<file path="config.mk">
export PLATFORM = sky130hd
export DESIGN_NAME = ilv_uplink_mux
export DESIGN_NICKNAME = d
export VERILOG_FILES = /design/src/rtl/ilv_pkg.sv /design/src/rtl/ilv_phase_gen.sv /design/src/rtl/ilv_token_ctl.sv /design/src/rtl/ilv_lane_merge.sv /design/src/rtl/ilv_uplink_mux.sv
export SDC_FILE = /design/constraint.sdc
export NUM_CORES = 1
export LEC_CHECK = 0
export ABC_AREA = 1
export BUFFER_PORTS_ARGS = -buffer_cell sky130_fd_sc_hd__buf_4
export CAP_MARGIN = 10
export CORE_AREA = 2 2 39 41
export DETAILED_ROUTE_END_ITERATION = 8
export DIE_AREA = 0 0 41 43
export PLACE_DENSITY = 0.42
export SKIP_LAST_GASP = 1
export SYNTH_ARGS = -nofsm -noshare
export SYNTH_HDL_FRONTEND = slang
export SYNTH_HIERARCHICAL = 1
export SYNTH_SLANG_ARGS = --single-unit
</file>
<file path="constraint.sdc">
create_clock -name clk_i -period 0.99 [get_ports clk_i]
set_input_delay 0.099 -clock clk_i [delete_from_list [all_inputs] [get_ports clk_i]]
set_output_delay 0.099 -clock clk_i [all_outputs]
set_load 0.02 [all_outputs]
</file>
<file path="src/rtl/ilv_pkg.sv">
package ilv_pkg;

    localparam int unsigned NCH      = 2;
    localparam logic        IDLE_BIT = 1'b0;

    typedef enum logic {
        SLOT_A = 1'b0,
        SLOT_B = 1'b1
    } slot_e;

    typedef struct packed {
        logic b;
        logic a;
    } lane_pair_t;

    function automatic lane_pair_t idle_mask(lane_pair_t raw, logic [NCH-1:0] busy);
        lane_pair_t m;
        m.a = busy[0] ? raw.a : IDLE_BIT;
        m.b = busy[1] ? raw.b : IDLE_BIT;
        return m;
    endfunction

endpackage

</file>
<file path="src/rtl/ilv_phase_gen.sv">
module ilv_phase_gen
    import ilv_pkg::*;
(
    input  logic  clk_i,
    input  logic  rst_i,
    output slot_e phase_o,
    output logic  bit_en_o
);
    slot_e ph_q;

    always_ff @(posedge clk_i) begin
        if (rst_i) ph_q <= SLOT_A;
        else       ph_q <= (ph_q == SLOT_A) ? SLOT_B : SLOT_A;
    end

    assign phase_o  = ph_q;
    assign bit_en_o = (ph_q == SLOT_A);
endmodule

</file>
<file path="src/rtl/ilv_token_ctl.sv">
module ilv_token_ctl (
    input  logic clk_i,
    input  logic rst_i,
    input  logic start_i,
    input  logic ret_i,
    output logic tok_o,
    output logic busy_o
);
    logic busy_q;
    logic tok_q;

    always_ff @(posedge clk_i) begin
        if (rst_i) begin
            busy_q <= 1'b0;
            tok_q  <= 1'b0;
        end else begin
            tok_q <= start_i;
            if (start_i)              busy_q <= 1'b1;
            else if (ret_i && busy_q) busy_q <= 1'b0;
        end
    end

    assign tok_o  = tok_q;
    assign busy_o = busy_q;
endmodule

</file>
<file path="src/rtl/ilv_lane_merge.sv">
module ilv_lane_merge
    import ilv_pkg::*;
(
    input  logic       clk_i,
    input  logic       rst_i,
    input  slot_e      phase_i,
    input  lane_pair_t bits_i,
    output logic       uplink_o,
    output slot_e      slot_o
);
    logic  up_q;
    logic  held_b_q;
    slot_e slot_q;

    always_ff @(posedge clk_i) begin
        if (rst_i) begin
            up_q     <= 1'b1;
            held_b_q <= IDLE_BIT;
            slot_q   <= SLOT_B;
        end else begin
            slot_q <= phase_i;
            if (phase_i == SLOT_A) begin
                up_q     <= bits_i.a;
                held_b_q <= bits_i.b;
            end else begin
                up_q <= ~held_b_q;
            end
        end
    end

    assign uplink_o = up_q;
    assign slot_o   = slot_q;
endmodule

</file>
<file path="src/rtl/ilv_uplink_mux.sv">
module ilv_uplink_mux
    import ilv_pkg::*;
(
    input  logic       clk_i,
    input  logic       rst_i,
    input  logic       trig_i,
    input  logic       chan_a_i,
    input  logic       chan_b_i,
    input  logic       tok_ret_a_i,
    input  logic       tok_ret_b_i,
    output logic       tok_out_a_o,
    output logic       tok_out_b_o,
    output logic [1:0] busy_o,
    output logic       bit_en_o,
    output logic       slot_o,
    output logic       uplink_o
);
    slot_e           phase;
    slot_e           slot;
    logic [NCH-1:0]  busy;
    logic [NCH-1:0]  tok;
    logic [NCH-1:0]  ret;
    logic            start;
    lane_pair_t      raw_bits;
    lane_pair_t      eff_bits;

    assign ret      = {tok_ret_b_i, tok_ret_a_i};
    assign start    = trig_i && (busy == '0);
    assign raw_bits = '{b: chan_b_i, a: chan_a_i};
    assign eff_bits = idle_mask(raw_bits, busy);

    ilv_phase_gen u_phase (
        .clk_i    (clk_i),
        .rst_i    (rst_i),
        .phase_o  (phase),
        .bit_en_o (bit_en_o)
    );

    for (genvar c = 0; c < NCH; c++) begin : g_lane
        ilv_token_ctl u_tok (
            .clk_i   (clk_i),
            .rst_i   (rst_i),
            .start_i (start),
            .ret_i   (ret[c]),
            .tok_o   (tok[c]),
            .busy_o  (busy[c])
        );
    end

    ilv_lane_merge u_merge (
        .clk_i    (clk_i),
        .rst_i    (rst_i),
        .phase_i  (phase),
        .bits_i   (eff_bits),
        .uplink_o (uplink_o),
        .slot_o   (slot)
    );

    assign tok_out_a_o = tok[0];
    assign tok_out_b_o = tok[1];
    assign busy_o      = busy;
    assign slot_o      = slot;
endmodule

</file>
# [Word level (Yosys, flattened, before mapping)]
# Cells that the tools add are included.
[word_totals] elab_cells=23 ff_bits=7 input_bits=7
[classes] mux=8 bitwise=2 reduce_logical=6
[ops] op="1-bit 2-to-1 mux" count=8
[ops] op="2-bit nonzero test" count=2
[ops] op="1-bit logical AND" count=3
[ops] op="2-bit zero test" count=1
[ops] op="1-bit NOT" count=2

# [Depth between registers and ports, before layout]
# Gate-level depths: netlist of run 1.
[depth] word_depth=3 depth_mapped=5

# [Modules after synthesis]
# Netlist of run 1, hierarchy kept.
[by_module_without_submodules] module="ilv_token_ctl" n_inst=2 cells_per_inst=8 area_each_um2=63.8
[by_module_without_submodules] module="ilv_lane_merge" n_inst=1 cells_per_inst=12 area_each_um2=102.6
[by_module_without_submodules] module="ilv_uplink_mux" n_inst=1 cells_per_inst=7 area_each_um2=28.8
[by_module_without_submodules] module="ilv_phase_gen" n_inst=1 cells_per_inst=3 area_each_um2=27.5

# [Worst setup path before layout of run 1]
# Ideal clock, no wire load.
[synth_timing] path_type="flip-flop to flip-flop" start="reg g_lane[0].u_tok.busy_q" end="reg g_lane[1].u_tok.busy_q" arrival_ns=0.739 path_slack_ns=0.137 setup_ns=0.114 path_stages_with_launch=6 required_ns=0.876 cell_sequence="dfxtp_1 -> inv_1 -> nand2_1 -> nor2_2 -> nand2_1 -> nand2_1"
[synth_via] elab_chain_len=3
[synth_lines] element="start, declared" line="ilv_token_ctl.sv:9" source="logic busy_q;"
[synth_lines] element="start signal, assigned" line="ilv_token_ctl.sv:14" source="busy_q <= 1'b0;"
[synth_lines] element="start signal, assigned" line="ilv_token_ctl.sv:18" source="if (start_i) busy_q <= 1'b1;"
[synth_lines] element="start signal, assigned" line="ilv_token_ctl.sv:19" source="else if (ret_i && busy_q) busy_q <= 1'b0;"
[synth_lines] element="2-bit zero test (*)" line="ilv_uplink_mux.sv:28" source="assign start = trig_i && (busy == '0);"
[synth_lines] element="1-bit logical AND (*)" line="ilv_uplink_mux.sv:28"
[synth_lines] element="via start" line="ilv_uplink_mux.sv:23" source="logic start;"
[synth_lines] element="1-bit 2-to-1 mux / 2-bit nonzero test (equally long branches)"
[synth_lines] element="end signal, assigned" line="ilv_token_ctl.sv:14"
[synth_lines] element="end signal, assigned" line="ilv_token_ctl.sv:18"
[synth_lines] element="end signal, assigned" line="ilv_token_ctl.sv:19"
[synth_lines] element="end, declared" line="ilv_token_ctl.sv:9"
# Mark *: on every way through the listed nets, which the timed path passes. The rest lies on a longest branch.
# A chain may end at the register's enable or synchronous reset.

# [Final worst setup path of run 1]
[layout_timing] start="reg u_phase.ph_q, in the netlist u_phase/phase_o" end="out bit_en_o"
[layout_via] elab_chain_len=1
[layout_lines] element="start, declared" line="ilv_phase_gen.sv:9" source="slot_e ph_q;"
[layout_lines] element="start signal, assigned" line="ilv_phase_gen.sv:13" source="else ph_q <= (ph_q == SLOT_A) ? SLOT_B : SLOT_A;"
[layout_lines] element="1-bit NOT" line="ilv_phase_gen.sv:17" source="assign bit_en_o = (ph_q == SLOT_A);"
[layout_lines] element="end, declared" line="ilv_uplink_mux.sv:14" source="output logic bit_en_o,"
# No other way between the ends.

==> out/qor.txt, run 1 <==
Area Growth Syn to Fin -> 49.3%
Net Count, Synth -> 45
routed wl met2 -> 228 microns
Final Max Tran Viols -> 0
simple-gate share of the synthesized area -> 23.6%
post-DR wirelength/cell -> 7.69 microns
nets@finish -> 63
ANT cells -> 0
synthesized instance count -> 38
Synth Cell Area -> 287 sq um
post-cts sizing count -> 0
via count -> 239
Mean Syn Cell Area -> 7.54 sq um
VDD IR-drop max -> 0.394 mV
Finish-stage setup viols -> 0
mux contribution to synthesized area -> 0%
Tot GR Track Use -> 7.94%
Synth Warn # -> 6
clk buf depth -> 2
Die Y -> 43 microns
Critical Path RT -> 890 ps
met1 wire length -> 257 microns
Worst EP arrival -> 810 ps
drc violations -> 0
Post-CTS Hold Fix Bufs -> 0
Clock Skew -> 4.32 ps
crit end category -> primary output
Post-Layout Cell Count -> 70
Slew headroom -> 89.8%
worst setup margin -> 84.4 ps
fin crit period -> 906 ps
pin count of the biggest net entering global routing -> 7
CTS HTree Levels -> 1
fin util -> 30.9%
Leak -> 0.248 nW
placed insts -> 67
Synth Area in Adders -> 0%
clk root buf -> clkbuf_4
Seq/Total Area, Yosys -> 55.9%
met3 wire length -> 52 microns
startpoint class of the critical path -> flip-flop
Final ANT Viol Nets -> 0
HPWL after DPL -> 413 microns
gp weighted congestion -> 0.703
initial antenna violation count -> 0
Num CTS Buffers -> 3
DR iter-0 viols -> 14
unrepaired setup endpoints after global routing -> false
CTS clock-pin slew for the worst setup and hold paths -> 50 ps
IO Port Bufs -> 13
status -> finished, final reports clean
worst r2r src -> g_lane[0].u_tok/busy_o
Avg Vias per Cell -> 3.41
first-pass detailed-route iteration total -> 3
highest metal used -> met3
overall routed net length -> 538 microns
Setup Crit Path Kind -> reg2out
Setup TNS Final -> 0 ps
Setup Buffers After CTS -> 0
Fin. Hold Viols -> 0
worst setup path start -> u_phase/phase_o
flop and latch count out of synthesis -> 8
Starting Density -> 20.7%
max_cap viols -> 0
fraction of the cycle the final worst path needs -> 91.5%
die area -> 1760 sq um
Worst Hold Slack -> 42.4 ps
complex-gate fraction of the synthesized area -> 4.80%
Hold Crit Class -> in2reg
worst skew pair latency -> 250 ps
xor/xnor cell area share of the yosys netlist -> 0%
CTS tree -> done
Setup WS pre-CTS -> 206 ps
Worst Tran Pin Value -> 152 ps
pwr dens -> 1700 nW/um^2
die width -> 41 microns
worst-path maximum fanout -> 6
combinational family with the most area after synthesis -> simple AND/OR/NAND/NOR gates
f_max -> 1100 MHz
layout cells sized above 1 -> 35.2%
std cell rows -> 14
# clock sinks -> 8
vias in the first global route -> 220
num ports -> 14
Yosys cell types -> 9
first-pass GRT wire length -> 855 microns
grt ovf -> 0
min-delay src -> rst_i
core area -> 1380 sq um
## worst max-delay path, stage by stage, from the launching register on
cell     delay, ps
dfxtp_2        370
inv_1           50
buf_4          150
## final cells by class
type                       instances  area (sq um)
tap                               16          20.0
fill                             151           956
inverter                          12          45.0
clock buffer                       3          22.5
timing repair buffer              13          97.6
sequential                         8           161
multi-input combinational         18          81.3
## cell usage in the layout (no fill, tap or decap)
cell type	synthesis	final
nand2_1	11	11
buf_4	0	13
dfxtp_1	8	7
a21oi_1	1	1
or2_1	1	1
nor2_1	1	1
dfxtp_2	0	1
nor2_2	1	1
inv_1	12	12
clkbuf_4	0	3
a21oi_2	1	1
nand3_1	2	2
## stage by stage
stage	cell area, sq um	power, mW
after floorplan	287	0.431
after global placement	404	0.495
after detailed placement	404	0.494
after CTS	427	0.753
after global routing	428	0.789
final	428	0.729
## where the power goes
part | switching [mW] | total [mW] | internal [mW] | leakage (nW)
clock network | 0.105 | 0.243 | 0.138 | 0.0138
registers | 0.0155 | 0.363 | 0.348 | 0.0666
logic | 0.0647 | 0.123 | 0.0581 | 0.167
total | 0.185 | 0.729 | 0.544 | 0.248
## final timing paths
path	cells after the start	slack (ps)	to
max	2	80	bit_en_o
min	2	40	u_phase/phase_o
max reg2reg	5	200	g_lane[0].u_tok/busy_o
min reg2reg	1	460	u_phase/phase_o
## routing by layer
metal  global-route usage (%)  up-vias
met5                        0        -
met4                     8.00        0
met3                     4.71        0
met2                     10.0        8
met1                     8.39       90
li1                         -      141
## Yosys cell counts
library cell,n,area [sq um]
nor2_2,1,6.26
dfxtp_1,8,160
inv_1,12,45.0
a21oi_1,1,5.00
nor2_1,1,3.75
nand3_1,2,10.0
a21oi_2,1,8.76
nand2_1,11,41.3
or2_1,1,6.26
## sequential cells by signal (all words and copies together) (netlist names)
name	count
g_lane.u_tok/busy_o	2
g_lane.u_tok/tok_o	2
u_merge/held_b_q	1
u_phase/phase_o	1
u_merge/slot_o	1
u_merge/uplink_o	1
## kinds of logic (layout without fill, tap and decap cells)
family / after synthesis / after routing
flip-flops: 8 / 8
AO/OA/AOI/OAI: 2 / 2
AND/OR/NAND/NOR: 16 / 16
buffers and inverters: 12 / 28
Note: power is estimated with default switching activity, not from simulation.
==> run 2, diff against run 1 <==
--- a/config.mk
+++ b/config.mk
@@ -11,7 +11,7 @@
 export CORE_AREA = 2 2 39 41
 export DETAILED_ROUTE_END_ITERATION = 8
 export DIE_AREA = 0 0 41 43
-export PLACE_DENSITY = 0.42
+export PLACE_DENSITY = 0.43
 export SKIP_LAST_GASP = 1
 export SYNTH_ARGS = -nofsm -noshare
 export SYNTH_HDL_FRONTEND = slang
==> constraint.sdc (replaced) <==
create_clock -name clk_i -period 0.8 [get_ports clk_i]
set_input_delay 0.08 -clock clk_i [delete_from_list [all_inputs] [get_ports clk_i]]
set_output_delay 0.08 -clock clk_i [all_outputs]
set_load 0.02 [all_outputs]
==> run 2 against run 1 <==
  * The run now ends with setup timing left
  * Clock skew down 1.2 ps
  * Critical path depth unchanged
  * Combinational power up 71%
  * Register-to-register slack worse by 210 ps
  * Via count up 12%
  * Critical endpoint unchanged
  * Largest cell class unchanged
==> out/qor.txt, run 2 (same netlist as run 1, synthesis figures left out) <==
Die Y -> 43 microns (unchanged)
crit end category -> primary output
unrepaired setup endpoints after global routing -> true
ANT cells -> 0 (unchanged)
worst setup margin -> -13.4 ps (-97.8 ps)
Clock Skew -> 3.14 ps (-1.18 ps)
CTS HTree Levels -> 1 (unchanged)
Critical Path Max Stage Delay -> 340 ps (-30 ps)
most frequent cells in the layout -> nand2_1, inv_1, buf_4, buf_6, dfxtp_1
Final ANT Viol Nets -> 0 (unchanged)
fraction of the cycle the final worst path needs -> 102%
Finish-stage setup viols -> 2 (+2)
clk root buf -> clkbuf_4
vias in the first global route -> 254 (+15%)
worst skew pair latency -> 250 ps (about the same)
drc violations -> 0 (unchanged)
Fin. Hold Viols -> 0 (unchanged)
FILL cells -> 156 (+3.3%)
Num CTS Buffers -> 3 (unchanged)
DR iter-0 viols -> 4 (-10)
Post-CTS Hold Fix Bufs -> 0 (unchanged)
Critical Path RT -> 720 ps (-170 ps)
initial antenna violation count -> 0 (unchanged)
fin crit period -> 813 ps
post-DR wirelength/cell -> 7.89 microns (+2.7%)
layout cells sized above 1 -> 50.9% (+16 points)
die area -> 1760 sq um (unchanged)
f_max -> 1230 MHz
post-route cell area -> 498 sq um (+16%)
grt ovf -> 0 (unchanged)
failing checks -> setup timing
HPWL after DPL -> 392 microns (-5.2%)
worst-path maximum fanout -> 2 (-4)
via count -> 268 (+12%)
first-pass GRT wire length -> 917 microns (+7.3%)
Tot GR Track Use -> 8.63% (+0.69 points)
CTS clock-pin slew for the worst setup and hold paths -> 50 ps (about the same)
Hold Crit Class -> in2reg
cell breakdown of the critical path -> inv_2 -> buf_6
std cell rows -> 14 (unchanged)
Starting Density -> 20.7% (unchanged)
# clock sinks -> 8 (unchanged)
Worst EP arrival -> 730 ps (-80 ps)
core area -> 1380 sq um (unchanged)
VDD IR-drop max -> 0.506 mV (+28%)
max_cap viols -> 0 (unchanged)
Buf/Inv on CP -> 2 (unchanged)
Setup TNS Final -> -26.8 ps (-26.8 ps)
Leak -> 0.274 nW (+11%)
Final Max Tran Viols -> 0 (unchanged)
die width -> 41 microns (unchanged)
nets@finish -> 66 (+4.8%)
pin count of the biggest net entering global routing -> 7 (unchanged)
Setup Crit Path Kind -> reg2out
DP Area -> 407 sq um (+0.62%)
crit-path leading delay family -> flip-flops
pwr dens -> 1920 nW/um^2 (+13%)
CTS tree -> done
Slew headroom -> 93.1% (+3.3 points)
startpoint class of the critical path -> flip-flop
CP max-delay cell -> dfxtp_4
num ports -> 14 (unchanged)
overall routed net length -> 576 microns (+7.1%)
gp weighted congestion -> 0.595 (-15%)
first-pass detailed-route iteration total -> 4 (+1)
status -> complete, but fails checks
Avg Vias per Cell -> 3.67 (+7.5%)
Worst Tran Pin Value -> 103 ps (-49.0 ps)
clk buf depth -> 2 (unchanged)
Area Growth Syn to Fin -> 73.8%
IO Port Bufs -> 13 (unchanged)
==> run 2: where the power goes <==
| part | switching [mW] | internal, mW | total [mW] |
|---|---|---|---|
| logic | 0.0983 | 0.112 | 0.210 |
| registers | 0.0190 | 0.432 | 0.451 |
| clock network | 0.124 | 0.171 | 0.295 |
| total | 0.241 | 0.715 | 0.956 |
==> run 2: worst register-to-register path: stages (launching register included) <==
cell	delay [ps]
dfxtp_4	340
buf_4	150
or2_1	220
==> run 2: repair_timing <==
| item | 4_1_cts | 5_1_grt |
|---|---|---|
| pin swaps | 0 | 3 |
| setup buffers | 3 | 0 |
| gates resized for setup | 6 | 10 |
| endpoints found under the setup margin | 3 | 13 |
==> run 2: cell type report <==
cell class	count	area (sq um)	area share [%]
Timing Repair Buffer	16	150	30.2
Sequential cell	8	168	33.7
Tap cell	16	20.0	4.02
Multi-Input combinational cell	18	92.6	18.6
Clock buffer	3	22.5	4.52
Inverter	12	45.0	9.05
==> run 2: metrics by stage <==
step	instances	setup slack, ps	power, mW	util, %	hold slack (ps)
6_report	73	-13.4	0.956	36.0	29.7
4_1_cts	73	-29.6	0.958	33.7	12.5
5_1_grt	73	-55.5	1.03	36.0	27.7
3_5_place_dp	67	71.2	0.614	29.4	290
2_1_floorplan	38	38.7	0.535	-	142
3_3_place_gp	67	73.4	0.614	29.4	287
==> run 2: metal layers <==
metal	global-route usage [%]	routed length [microns]
met1	10.3	246
met2	9.38	254
met3	3.14	64
met4	12.0	10
met5	0	0
==> run 2: worst paths after layout <==
path | to | slack, ps | start | cells past startpoint
max | bit_en_o | -10 | u_phase/phase_o | 2
min | u_phase/phase_o | 30 | rst_i | 2
max reg2reg | u_merge/slot_o | -10 | u_phase/phase_o | 2
min reg2reg | u_merge/held_b_q | 460 | u_merge/held_b_q | 2
==> run 3, diff against run 2 <==
--- a/config.mk
+++ b/config.mk
@@ -6,12 +6,12 @@
 export NUM_CORES = 1
 export LEC_CHECK = 0
 export ABC_AREA = 1
-export BUFFER_PORTS_ARGS = -buffer_cell sky130_fd_sc_hd__buf_4
 export CAP_MARGIN = 10
 export CORE_AREA = 2 2 39 41
 export DETAILED_ROUTE_END_ITERATION = 8
 export DIE_AREA = 0 0 41 43
-export PLACE_DENSITY = 0.43
+export DONT_BUFFER_PORTS = 1
+export PLACE_DENSITY = 0.34
 export SKIP_LAST_GASP = 1
 export SYNTH_ARGS = -nofsm -noshare
 export SYNTH_HDL_FRONTEND = slang
==> run 3 against run 2 <==
  * The run now ends clean
  * Final area decreased by 17%
  * Largest power group unchanged
  * Critical path type unchanged
  * Clock skew decreased by 1.8 ps
  * First-iteration DRC count decreased by 100%
  * Wire length decreased by 2.3%
==> out/qor.txt, run 3 (same netlist as run 1, synthesis figures left out) <==
nets@finish -> 56 (-15%)
worst setup margin -> 1.36 ps (+14.8 ps)
layout cells sized above 1 -> 31.9% (-19 points)
clk root buf -> clkbuf_4
Final Max Tran Viols -> 0 (unchanged)
Num CTS Buffers -> 3 (unchanged)
worst skew pair latency -> 250 ps (about the same)
routed wl met2 -> 278 microns (+9.4%)
std cell rows -> 14 (unchanged)
vias in the first global route -> 258 (+1.6%)
f_max -> 1250 MHz (+1.8%)
Hold Crit Class -> in2reg
CTS clock-pin slew for the worst setup and hold paths -> 50 ps (about the same)
core area -> 1380 sq um (unchanged)
CTS tree -> done
met3 wire length -> 45 microns (-30%)
Setup TNS Final -> 0 ps (+26.8 ps)
Critical Path RT -> 720 ps (about the same)
met1 wire length -> 235 microns (-4.5%)
crit-path leading delay family -> flip-flops
crit end category -> primary output
first-pass GRT wire length -> 924 microns (+0.76%)
via count -> 244 (-9.0%)
Setup WS pre-CTS -> 82.0 ps (+10.8 ps)
Starting Density -> 20.7% (unchanged)
Critical Path Max Stage Delay -> 350 ps (about the same)
# clock sinks -> 8 (unchanged)
Finish-stage setup viols -> 0 (-2)
CTS HTree Levels -> 1 (unchanged)
die width -> 41 microns (unchanged)
FF+latch area -> 166 sq um (-0.75%)
IO Port Bufs -> 0 (-13)
Worst Hold Slack -> 8.69 ps (-21.0 ps)
status -> finished, final reports clean
gp weighted congestion -> 0.605 (+1.7%)
Area Growth Syn to Fin -> 44.5%
Fin. Hold Viols -> 0 (unchanged)
unrepaired setup endpoints after global routing -> true
HPWL after DPL -> 396 microns (+1.2%)
Clock Skew -> 1.30 ps (-1.85 ps)
fin crit period -> 799 ps (-14.8 ps)
Slew headroom -> 86.3% (-6.8 points)
Tot GR Track Use -> 8.15% (-0.49 points)
startpoint class of the critical path -> flip-flop
fraction of the cycle the final worst path needs -> 99.8% (-1.8 points)
clk buf depth -> 2 (unchanged)
initial antenna violation count -> 0 (unchanged)
Setup Crit Path Kind -> reg2out
Die Y -> 43 microns (unchanged)
drc violations -> 0 (unchanged)
post-DR wirelength/cell -> 8.94 microns (+13%)
Leak -> 0.231 nW (-16%)
CP max-delay cell -> dfxtp_2
cell breakdown of the critical path -> buf_6
overall routed net length -> 563 microns (-2.3%)
worst-path maximum fanout -> 4 (+2)
Final ANT Viol Nets -> 0 (unchanged)
die area -> 1760 sq um (unchanged)
highest metal used -> met4
Buf/Inv on CP -> 1 (-1)
num ports -> 14 (unchanged)
most frequent cells in the layout -> inv_1, nand2_1, dfxtp_1, clkbuf_4, buf_6
VDD IR-drop max -> 0.670 mV (+33%)
commonest non-fill, non-tap cell in the layout -> inv_1
Avg Vias per Cell -> 3.87 (+5.5%)
first-pass detailed-route iteration total -> 1 (-3)
multi-input combinational cell area -> 91.3 sq um (-1.4%)
ANT cells -> 0 (unchanged)
grt ovf -> 0 (unchanged)
Worst Tran Pin Value -> 205 ps (+101 ps)
DR iter-0 viols -> 0 (-4)
Worst EP arrival -> 720 ps (about the same)
pin count of the biggest net entering global routing -> 7 (unchanged)
FILL cells -> 165 (+5.8%)
pwr dens -> 2160 nW/um^2 (+12%)
max_cap viols -> 0 (unchanged)
-- run 3: path summary, 6_finish.rpt --
check | to | startpoint | slack [ps] | depth (start not counted)
hold / removal | g_lane[0].u_tok/tok_o | rst_i | 9 | 3
hold reg to reg | u_merge/held_b_q | u_merge/held_b_q | 460 | 2
setup reg to reg | g_lane[1].u_tok/busy_o | g_lane[1].u_tok/busy_o | 40 | 4
setup / recovery | busy_o[0] | g_lane[0].u_tok/busy_o | 1 | 1
-- run 3: layout make-up --
type,instances,area share (%)
Tap cell,16,4.83
Timing Repair Buffer,6,16.0
Sequential cell,8,40.2
Inverter,12,11.5
Multi-Input combinational cell,18,22.1
Clock buffer,3,5.44
-- run 3: repair_timing --
item,4_1_cts,5_1_grt
setup endpoints to repair,3,7
gates cloned,0,0
pin swaps,0,2
setup buffers,1,0
gates resized for setup,4,8
hold buffers,3,0
hold endpoints to repair,6,0
-- run 3: stage by stage --
step,cell area (sq um),utilization (%),power [mW],std cells
6_report,414,29.9,0.895,63
5_1_grt,414,29.9,0.960,63
4_1_cts,393,28.4,0.910,63
3_5_place_dp,324,23.4,0.562,56
3_3_place_gp,324,23.4,0.561,56
2_1_floorplan,289,-,0.535,38
-- run 3: layer usage --
metal	track usage [%]	vias up
li1	-	126
met1	9.39	108
met2	10.6	8
met3	3.14	2
met4	8.00	0
met5	0	-
-- run 3: report_power, final --
group          internal (mW)  switching (mW)
logic                 0.0600          0.0618
registers              0.432          0.0414
clock network          0.171           0.129
total                  0.663           0.232
-- run 3: worst min-delay path, cell delays in order --
cell,delay [ps]
inv_1,30
nand2_1,70
inv_1,40
